===== src/rtl/drt_pkg.sv =====
package drt_pkg;
  typedef enum logic [1:0] {
    TERM_NONE  = 2'b00,
    TERM_RETRY = 2'b01,
    TERM_DISC  = 2'b10
  } term_e;
endpackage


===== src/rtl/drt_entry.sv =====
// Single held read request: capture, compare, and forward handshake.
module drt_entry #(
  parameter int CMD_W  = 4,
  parameter int ADDR_W = 32,
  parameter int BE_W   = 4
) (
  input  logic              clk,
  input  logic              rst_n,
  input  logic              cap_en,
  input  logic              clr_en,
  input  logic [CMD_W-1:0]  in_cmd,
  input  logic [ADDR_W-1:0] in_addr,
  input  logic [BE_W-1:0]   in_be,
  input  logic              fwd_ready,
  output logic              full,
  output logic              hit,
  output logic              fwd_valid,
  output logic [CMD_W-1:0]  held_cmd,
  output logic [ADDR_W-1:0] held_addr,
  output logic [BE_W-1:0]   held_be
);
  logic full_d, fwd_d;

  always_comb begin
    full_d = full;
    fwd_d  = fwd_valid;
    if (cap_en) begin
      full_d = 1'b1;
      fwd_d  = 1'b1;
    end else begin
      if (clr_en)                 full_d = 1'b0;
      if (fwd_valid && fwd_ready) fwd_d  = 1'b0;
    end
  end

  always_ff @(posedge clk or negedge rst_n) begin
    if (!rst_n) begin
      full      <= 1'b0;
      fwd_valid <= 1'b0;
    end else begin
      full      <= full_d;
      fwd_valid <= fwd_d;
    end
  end

  // Field registers: clock enable only, no reset needed.
  always_ff @(posedge clk) begin
    if (cap_en) begin
      held_cmd  <= in_cmd;
      held_addr <= in_addr;
      held_be   <= in_be;
    end
  end

  assign hit = full && (in_cmd == held_cmd) && (in_addr == held_addr)
                    && (in_be == held_be);
endmodule


===== src/rtl/drt_gate.sv =====
// Response data latch and outbound-write ordering barrier.
module drt_gate #(
  parameter int DATA_W = 32,
  parameter int WCNT_W = 4
) (
  input  logic              clk,
  input  logic              rst_n,
  input  logic              cap_en,
  input  logic              clr_en,
  input  logic              full,
  input  logic              rsp_valid,
  input  logic [DATA_W-1:0] rsp_data,
  input  logic [WCNT_W-1:0] pend_cnt,
  input  logic              wr_done,
  output logic              data_vld,
  output logic [DATA_W-1:0] data_q,
  output logic [WCNT_W-1:0] bar_cnt,
  output logic              bar_zero
);
  localparam logic [WCNT_W-1:0] CNT_ONE  = {{(WCNT_W-1){1'b0}}, 1'b1};
  localparam logic [WCNT_W-1:0] CNT_ZERO = '0;

  logic              vld_d;
  logic              data_ld;
  logic [WCNT_W-1:0] bar_d;

  assign data_ld = full && !data_vld && rsp_valid;

  always_comb begin
    vld_d = data_vld;
    if (clr_en)       vld_d = 1'b0;
    else if (data_ld) vld_d = 1'b1;
  end

  always_comb begin
    bar_d = bar_cnt;
    if (cap_en) begin
      if (wr_done && pend_cnt != CNT_ZERO) bar_d = pend_cnt - CNT_ONE;
      else                                 bar_d = pend_cnt;
    end else if (wr_done && bar_cnt != CNT_ZERO) begin
      bar_d = bar_cnt - CNT_ONE;
    end
  end

  always_ff @(posedge clk or negedge rst_n) begin
    if (!rst_n) begin
      data_vld <= 1'b0;
      bar_cnt  <= CNT_ZERO;
    end else begin
      data_vld <= vld_d;
      bar_cnt  <= bar_d;
    end
  end

  always_ff @(posedge clk) begin
    if (data_ld) data_q <= rsp_data;
  end

  assign bar_zero = (bar_cnt == CNT_ZERO);
endmodule


===== src/rtl/drt_tracker.sv =====
module drt_tracker #(
  parameter int CMD_W  = 4,
  parameter int ADDR_W = 32,
  parameter int BE_W   = 4,
  parameter int DATA_W = 32,
  parameter int WCNT_W = 4
) (
  input  logic              clk,
  input  logic              rst_n,
  input  logic              req_valid,
  input  logic [CMD_W-1:0]  req_cmd,
  input  logic [ADDR_W-1:0] req_addr,
  input  logic [BE_W-1:0]   req_be,
  output logic              term_valid,
  output logic [1:0]        term_code,
  output logic [DATA_W-1:0] term_data,
  output logic              lcl_req_valid,
  input  logic              lcl_req_ready,
  output logic [CMD_W-1:0]  lcl_req_cmd,
  output logic [ADDR_W-1:0] lcl_req_addr,
  output logic [BE_W-1:0]   lcl_req_be,
  input  logic              lcl_rsp_valid,
  input  logic [DATA_W-1:0] lcl_rsp_data,
  input  logic [WCNT_W-1:0] ow_pend_cnt,
  input  logic              ow_done
);
  import drt_pkg::*;

  logic              full, hit, data_vld, bar_zero;
  logic [DATA_W-1:0] data_q;
  logic [WCNT_W-1:0] bar_cnt;
  logic              cap_en, deliver;
  term_e             code_d;

  assign cap_en  = req_valid && !full;
  assign deliver = req_valid && hit && data_vld && bar_zero;

  drt_entry #(.CMD_W(CMD_W), .ADDR_W(ADDR_W), .BE_W(BE_W)) u_entry (
    .clk(clk), .rst_n(rst_n), .cap_en(cap_en), .clr_en(deliver),
    .in_cmd(req_cmd), .in_addr(req_addr), .in_be(req_be),
    .fwd_ready(lcl_req_ready), .full(full), .hit(hit),
    .fwd_valid(lcl_req_valid), .held_cmd(lcl_req_cmd),
    .held_addr(lcl_req_addr), .held_be(lcl_req_be)
  );

  drt_gate #(.DATA_W(DATA_W), .WCNT_W(WCNT_W)) u_gate (
    .clk(clk), .rst_n(rst_n), .cap_en(cap_en), .clr_en(deliver),
    .full(full), .rsp_valid(lcl_rsp_valid), .rsp_data(lcl_rsp_data),
    .pend_cnt(ow_pend_cnt), .wr_done(ow_done), .data_vld(data_vld),
    .data_q(data_q), .bar_cnt(bar_cnt), .bar_zero(bar_zero)
  );

  always_comb begin
    code_d = TERM_NONE;
    if (req_valid) code_d = deliver ? TERM_DISC : TERM_RETRY;
  end

  always_ff @(posedge clk or negedge rst_n) begin
    if (!rst_n) begin
      term_valid <= 1'b0;
      term_code  <= TERM_NONE;
    end else begin
      term_valid <= req_valid;
      term_code  <= code_d;
    end
  end

  always_ff @(posedge clk) begin
    if (deliver) term_data <= data_q;
  end
endmodule


===== config.mk =====
export PLATFORM = sky130hd
export DESIGN_NAME = drt_tracker
export DESIGN_NICKNAME = d
export VERILOG_FILES = /design/src/rtl/drt_pkg.sv /design/src/rtl/drt_entry.sv /design/src/rtl/drt_gate.sv /design/src/rtl/drt_tracker.sv
export SDC_FILE = /design/constraint.sdc
export NUM_CORES = 1
export LEC_CHECK = 0
export BUFFER_PORTS_ARGS = -buffer_cell sky130_fd_sc_hd__buf_2
export CELL_PAD_IN_SITES_DETAIL_PLACEMENT = 1
export CELL_PAD_IN_SITES_GLOBAL_PLACEMENT = 1
export CORE_MARGIN = 8
export CORE_UTILIZATION = 26
export CTS_BUF_LIST = sky130_fd_sc_hd__clkbuf_4 sky130_fd_sc_hd__clkbuf_8
export CTS_CLUSTER_SIZE = 20
export DETAILED_ROUTE_END_ITERATION = 10
export GPL_ROUTABILITY_DRIVEN = 0
export PLACE_DENSITY_LB_ADDON = 0.3
export SLEW_MARGIN = 20
export SYNTH_ARGS = -nofsm -noshare
export SYNTH_HDL_FRONTEND = slang
export SYNTH_HIERARCHICAL = 1
export SYNTH_SLANG_ARGS = --single-unit

===== constraint.sdc =====
create_clock -name clk -period 4.55 [get_ports clk]
set_input_delay 0.6825 -clock clk [delete_from_list [all_inputs] [get_ports clk]]
set_output_delay 0.6825 -clock clk [all_outputs]
set_load 0.02 [all_outputs]

# After elaboration in Yosys (flattened, before gate mapping)
# Cells that the tools add are included.
[totals] input_bits=82 elab_cells=48 out_inout_bits=76 reg_bits=114
[classes] addsub=2 eq_ne=3 mux=11 reduce_logical=21
[ops] cell="$eq 32x32->1" n=1
[ops] cell="$logic_and 1x1->1" n=12
[ops] cell="$mux 4" n=3
[ops] cell="$eq 4x4->1" n=2
[ops] cell="$reduce_bool 2->1" n=4
[ops] cell="$reduce_bool 4->1" n=2
[ops] cell="$sub 4x1->4 const B" n=2
[ops] cell="$mux 1" n=6
[ops] cell="$logic_not 4->1" n=1
[ops] cell="$mux 2" n=2
[ops] cell="$logic_not 1->1" n=2

# Logic depth before layout (Yosys ltp)
[logic_depth] word_depth=9 ltp_mapped=8 ltp_nobuf=8

# Modules after synthesis
# Netlist, hierarchy kept.
[by_module_without_submodules] mod="drt_entry" seq_area_each_um2=1251.2 area_each_um2=1761.7 instances=1 cells_per_inst=104
[by_module_without_submodules] mod="drt_gate" seq_area_each_um2=1086.0 area_each_um2=1325.0 instances=1 cells_per_inst=75
[by_module_without_submodules] mod="drt_tracker" seq_area_each_um2=1036.0 area_each_um2=1067.3 instances=1 cells_per_inst=41

# Worst setup path after synthesis
# OpenSTA, ideal clock, no wires.
[synth_timing] path_type="input to register" start="input req_addr[13]" end="register u_entry.full" setup_ps=122 path_stages=8 slack_ps=1066 required_time_ps=4428 t_arrival_ps=3362 path_buffers=0 cell_sequence="xor2_1 nor4_2 nand4_1 nor4_2 nand3_2 nor2_1 inv_1 a21o_1"
[synth_between] elab_chain_len=7
[synth_lines] item="start, declared" line_no="drt_tracker.sv:12" rtl="input logic [ADDR_W-1:0] req_addr,"
[synth_lines] item="$eq 32x32->1" line_no="drt_entry.sv:55" rtl="assign hit = full && (in_cmd == held_cmd) && (in_addr == held_addr)"
[synth_lines] item="$logic_and 1x1->1" line_no="drt_entry.sv:55"
[synth_lines] item="$logic_and 1x1->1" line_no="drt_entry.sv:56" rtl="&& (in_be == held_be);"
[synth_lines] item="net hit" line_no="drt_tracker.sv:29" rtl="logic full, hit, data_vld, bar_zero;"
[synth_lines] item="$logic_and 1x1->1 (3 in a row)" line_no="drt_tracker.sv:36" rtl="assign deliver = req_valid && hit && data_vld && bar_zero;"
[synth_lines] item="net deliver" line_no="drt_tracker.sv:32" rtl="logic cap_en, deliver;"
[synth_lines] item="$reduce_bool 2->1 (no line)"
[synth_lines] item="end signal, assigned" line_no="drt_entry.sv:41" rtl="full <= full_d;"
[synth_lines] item="end, declared" line_no="drt_entry.sv:15" rtl="output logic full,"
# The timed path passes the listed nets, and every way through them passes these cells.
# A chain may end at the register's enable or synchronous reset.

# Worst setup path after layout
[layout_timing] start="register u_entry.held_addr[24]" end="register u_entry.full"
[layout_between] elab_chain_len=7
[layout_lines] item="start, declared" line_no="drt_entry.sv:19" rtl="output logic [ADDR_W-1:0] held_addr,"
[layout_lines] item="start signal, assigned" line_no="drt_entry.sv:50" rtl="held_addr <= in_addr;"
[layout_lines] item="$eq 32x32->1" line_no="drt_entry.sv:55"
[layout_lines] item="$logic_and 1x1->1" line_no="drt_entry.sv:55"
[layout_lines] item="$logic_and 1x1->1" line_no="drt_entry.sv:56"
[layout_lines] item="net hit" line_no="drt_tracker.sv:29"
[layout_lines] item="$logic_and 1x1->1 (3 in a row)" line_no="drt_tracker.sv:36"
[layout_lines] item="net deliver" line_no="drt_tracker.sv:32"
[layout_lines] item="$reduce_bool 2->1 (no line)"
# The timed path passes the listed nets, and every way through them passes these cells.

==> results <==
- Once placement completed, the tool counted placed cells totaling 593.
- The largest area contributor in the synthesized netlist is sky130_fd_sc_hd__edfxtp_1.
- Each instance of the synthesized netlist takes up on average 18.9 sq um.
- The critical path arrival is 3.25 ns.
- The number of setup violations in the final report is 0.
- The total wirelength of the detailed-routed design is 10700 um.
- The clock tree buffer depth is 2.
- The count of standard-cell rows is 46.
- Setup repair after global routing left no endpoint under its margin.
- In this run the tool buffered the top-level ports with 157 buffer cells.
- The top cell type by area accounts for 75.2% of the synthesized area.
- The first detailed-routing pass took 4 iterations.
- The start-to-end type of the worst setup path is flop to flop.
- The total overflow left after global routing is 0.
- The final-layout setup total negative slack is 0 ns.
- Once the floorplan was initialized, standard cells occupied 26.3% of the core.
- Of all nets on the critical path, the largest fanout is 34.
- After detailed routing, the number of remaining DRC violations is 0.
- In this run, post-CTS hold repair placed 0 buffers.
- Counting flops with a built-in enable in the synthesized netlist gives 104.
- From synthesis to final layout, the design area changed by 34.3%.
- The final-stage net count is 480.
- The post-detailed-placement cell area is 5240 sq um.
- The horizontal die dimension is 142 um.
- sky130_fd_sc_hd__edfxtp_1 is the most common cell in the netlist.
- The die area is 20300 sq um.
- The most used flip-flop cell after synthesis is sky130_fd_sc_hd__edfxtp_1.
- The run finished with clean final reports.
- The kind of cell with the highest combined delay along the critical path is simple AND/OR/NAND/NOR gates.
- Detailed placement ended at an HPWL of 8270 um.
- The die height is 142 um.
- The first global-routing pass estimated 16400 um of wire.
- By area the synthesized netlist is led by sky130_fd_sc_hd__edfxtp_1, sky130_fd_sc_hd__xor2_1, sky130_fd_sc_hd__dfrtp_1.
- The smallest clock period supported by the final layout is computed as 2.94 ns.
- Counting instances in the post-synthesis netlist gives the leading cell types as sky130_fd_sc_hd__edfxtp_1, sky130_fd_sc_hd__xor2_1, sky130_fd_sc_hd__dfrtp_1.
- The initial antenna violation count is 0.
- The data required time at the worst endpoint is 4.86 ns.
- The tightest min-delay check is of the primary input to async pin type.
- The number of stages on the worst setup path is 8.
- Summed over all nets, wire length on met3 after detailed routing comes to 594 um.
- The global router's overall resource usage is 11.0%.
- The hold violation total from the final report is 0.
- The number of filler cells placed in the layout is 1728.
- The number of global-route vias before repair was 2926.
- The number of clock sinks is 114.
- The number of DRC markers in iteration 0 is 114.
- The finished cells cover 5580 sq um.
- The total met2 wirelength after detailed routing is 6010 um.
- Entering global routing, the biggest net connects 35 pins.
- After synthesis, the share of flip-flops with an asynchronous set or reset is 8.77%.
- Power spread over the standard cell area amounts to 395 nW/um^2.
- The post-cts resize count is 0.
- The sequential element share of the synthesized area is 81.2%.
- The number of nets in the synthesized netlist is 304.
- The total CTS buffers is 17.
- The post-route clock skew is 0.00554 ns.
- VDD sags by at most 0.000159 V.
- In this run the count of I/O pins placed on the die edge is 158.
- Max-cap violations in this run came to 0.
- Detailed routing inserted a total of 2491 vias.
- The topmost layer with routed signal wires is met4.
- Using the TritonRoute via totals, the vias-per-cell ratio works out to 3.99.
- The sequential cell area is 3370 sq um.
- The worst setup path is captured at a flop.
- The routed metal-1 wire length is 3950 um.
- The peak per-stage delay on the critical path is 0.75 ns.
- The worst path uses 64.5% of the clock period.
- The root buffer cell is sky130_fd_sc_hd__clkbuf_8.
- The critical path goes through xor2_1 > nor4_1 > nand4_1 > nor4_2 > nand3_2 > nor2_4 > inv_1 > a21o_1.
- Clock latency on the worst-skew pair, taken at its later pin, is 0.42 ns.
- The flip-flop and latch count after synthesis is 114.
- After detailed routing, the average wire length per cell comes to 17.2 um.
- The final cell count without fillers is 624.
- On the critical path, the stage with the largest delay is an instance of sky130_fd_sc_hd__nor2_4.
- The post-CTS setup-driven buffer insertion count is 0.
- 0 antenna diodes ended up in the layout.
- The static leakage is 2.16 nW.
- The timing-limited maximum frequency is 0.341 GHz.
- The H-tree depth is 4.
- The element type at the critical path start is a flop.
- Synthesis instantiated 30 different standard cells from the library.
- The count of buffer and inverter cells on the critical path is 1.
- At the pin with the least slew margin, the transition time is 0.960 ns.
- The post-layout utilization of the core is 35.4%.
- The area inside the core boundary is 15800 sq um.
- The TritonCTS clock tree is yes.
- The number of nets with antenna violations after routing is 0.
- The mapped cell area is 4150 sq um.
- The Yosys step of the flow raised 6 warnings.
- The worst slew slack as a fraction of its limit is 35.8%.
- In the final layout, the multi-input gates occupy 766 sq um.
- Measured in cells, the most critical reg-to-reg path has a length of 8.
- The ratio of cells with drive above 1 in the final layout is 48.0%.
- The synthesized netlist cell count is 220.
- The max-slew violation count was 0.
- The clock transition at the registers of the reported paths is 0.07 ns.
-- worst paths after layout --
kind / endpoint / start / slack, ns
max reg2reg: u_entry/full$_DFFE_PN0P_ / u_entry/held_addr[24]$_DFFE_PP_ / 1.61
max in group asynchronous: term_code[0]$_DFF_PN0_ / rst_n / 4.23
min reg2reg: term_data[27]$_DFFE_PP_ / u_gate/data_q[27]$_DFFE_PP_ / 0.42
min in group clk: term_valid$_DFF_PN0_ / req_valid / 0.40
min: term_code[1]$_DFF_PN0_ / rst_n / 0.12
max: u_entry/full$_DFFE_PN0P_ / u_entry/held_addr[24]$_DFFE_PP_ / 1.61
-- logic make-up after synthesis --
kind of cell / after synthesis / share of synthesized area, %
compound gates: 12 / 2.08
xor+xnor: 38 / 8.01
fa+ha+maj: 2 / 0.602
buf+inv: 10 / 0.903
flops: 114 / 81.2
mux: 2 / 0.482
simple gates: 42 / 6.72
-- final cells by class --
type | count | share of cell area [%]
well taps | 216 | 4.84
flip-flops and latches | 114 | 60.5
multi-input cells | 96 | 13.7
repair buffers | 158 | 14.2
clock buffers | 19 | 4.46
inverters | 9 | 0.606
clock inverters | 12 | 1.68
-- where the power goes --
group | switching, W | internal, W
clock | 0.000392 | 0.000431
combinational | 0.0000988 | 0.0000833
sequential | 0.0000243 | 0.00117
total | 0.000515 | 0.00169
-- state kept, by name, indices dropped and copies added, names as in the netlist --
name / cells
u_entry/full: 1
u_entry/fwd_valid: 1
u_entry/held_be: 4
term_valid: 1
u_gate/bar_cnt: 4
u_gate/data_q: 32
term_code: 2
u_gate/data_vld: 1
term_data: 32
u_entry/held_cmd: 4
u_entry/held_addr: 32
-- through the flow --
| stage | hold WS, ns | setup WS, ns | total power [W] |
|---|---|---|---|
| floorplan | 0.387 | 1.07 | 0.00132 |
| global placement | 0.401 | 1.26 | 0.00140 |
| detailed placement | 0.405 | 1.18 | 0.00141 |
| CTS | 0.0893 | 1.54 | 0.00225 |
| global route | 0.103 | 1.26 | 0.00231 |
| finish | 0.123 | 1.61 | 0.00220 |
-- worst register-to-register path: cells and delay by family, from the launching register on --
| kind | cells | cell delay, ns |
|---|---|---|
| AO/OA/AOI/OAI | 1 | 0.20 |
| AND/OR/NAND/NOR | 5 | 1.96 |
| XOR/XNOR | 1 | 0.17 |
| flip-flops | 1 | 0.39 |
| buffers and inverters | 1 | 0.10 |
-- cell usage in the layout, fill, tap and decap left out, types with 2 or more instances in the layout --
cell type and instances:
sky130_fd_sc_hd__nand2_1 6, sky130_fd_sc_hd__dfrtp_1 10, sky130_fd_sc_hd__inv_1 9, sky130_fd_sc_hd__xnor2_1 6, sky130_fd_sc_hd__ha_1 2, sky130_fd_sc_hd__nand2b_1 3, sky130_fd_sc_hd__nor4_1 4, sky130_fd_sc_hd__a21oi_1 3
sky130_fd_sc_hd__xor2_1 32, sky130_fd_sc_hd__clkinvlp_4 3, sky130_fd_sc_hd__buf_2 157, sky130_fd_sc_hd__clkbuf_4 2, sky130_fd_sc_hd__mux2i_1 2, sky130_fd_sc_hd__edfxtp_1 104, sky130_fd_sc_hd__nand4_1 3, sky130_fd_sc_hd__nor3b_1 3
sky130_fd_sc_hd__clkinv_1 2, sky130_fd_sc_hd__nor4_2 5, sky130_fd_sc_hd__nor2_4 3, sky130_fd_sc_hd__a21o_1 2, sky130_fd_sc_hd__nor2b_1 3, sky130_fd_sc_hd__clkbuf_8 17, sky130_fd_sc_hd__clkinv_2 5, sky130_fd_sc_hd__or4b_1 2
sky130_fd_sc_hd__a211oi_1 3, sky130_fd_sc_hd__nor2_1 3, sky130_fd_sc_hd__nor3_1 2
-- layer usage --
| metal | GRT usage [%] | up-vias |
|---|---|---|
| met1 | 10.9 | 1225 |
| met3 | 4.16 | 12 |
| met4 | 5.09 | 0 |
| li1 | - | 1182 |
| met2 | 20.0 | 72 |
| met5 | 0 | - |
Note: power is estimated with default switching activity, not from simulation.
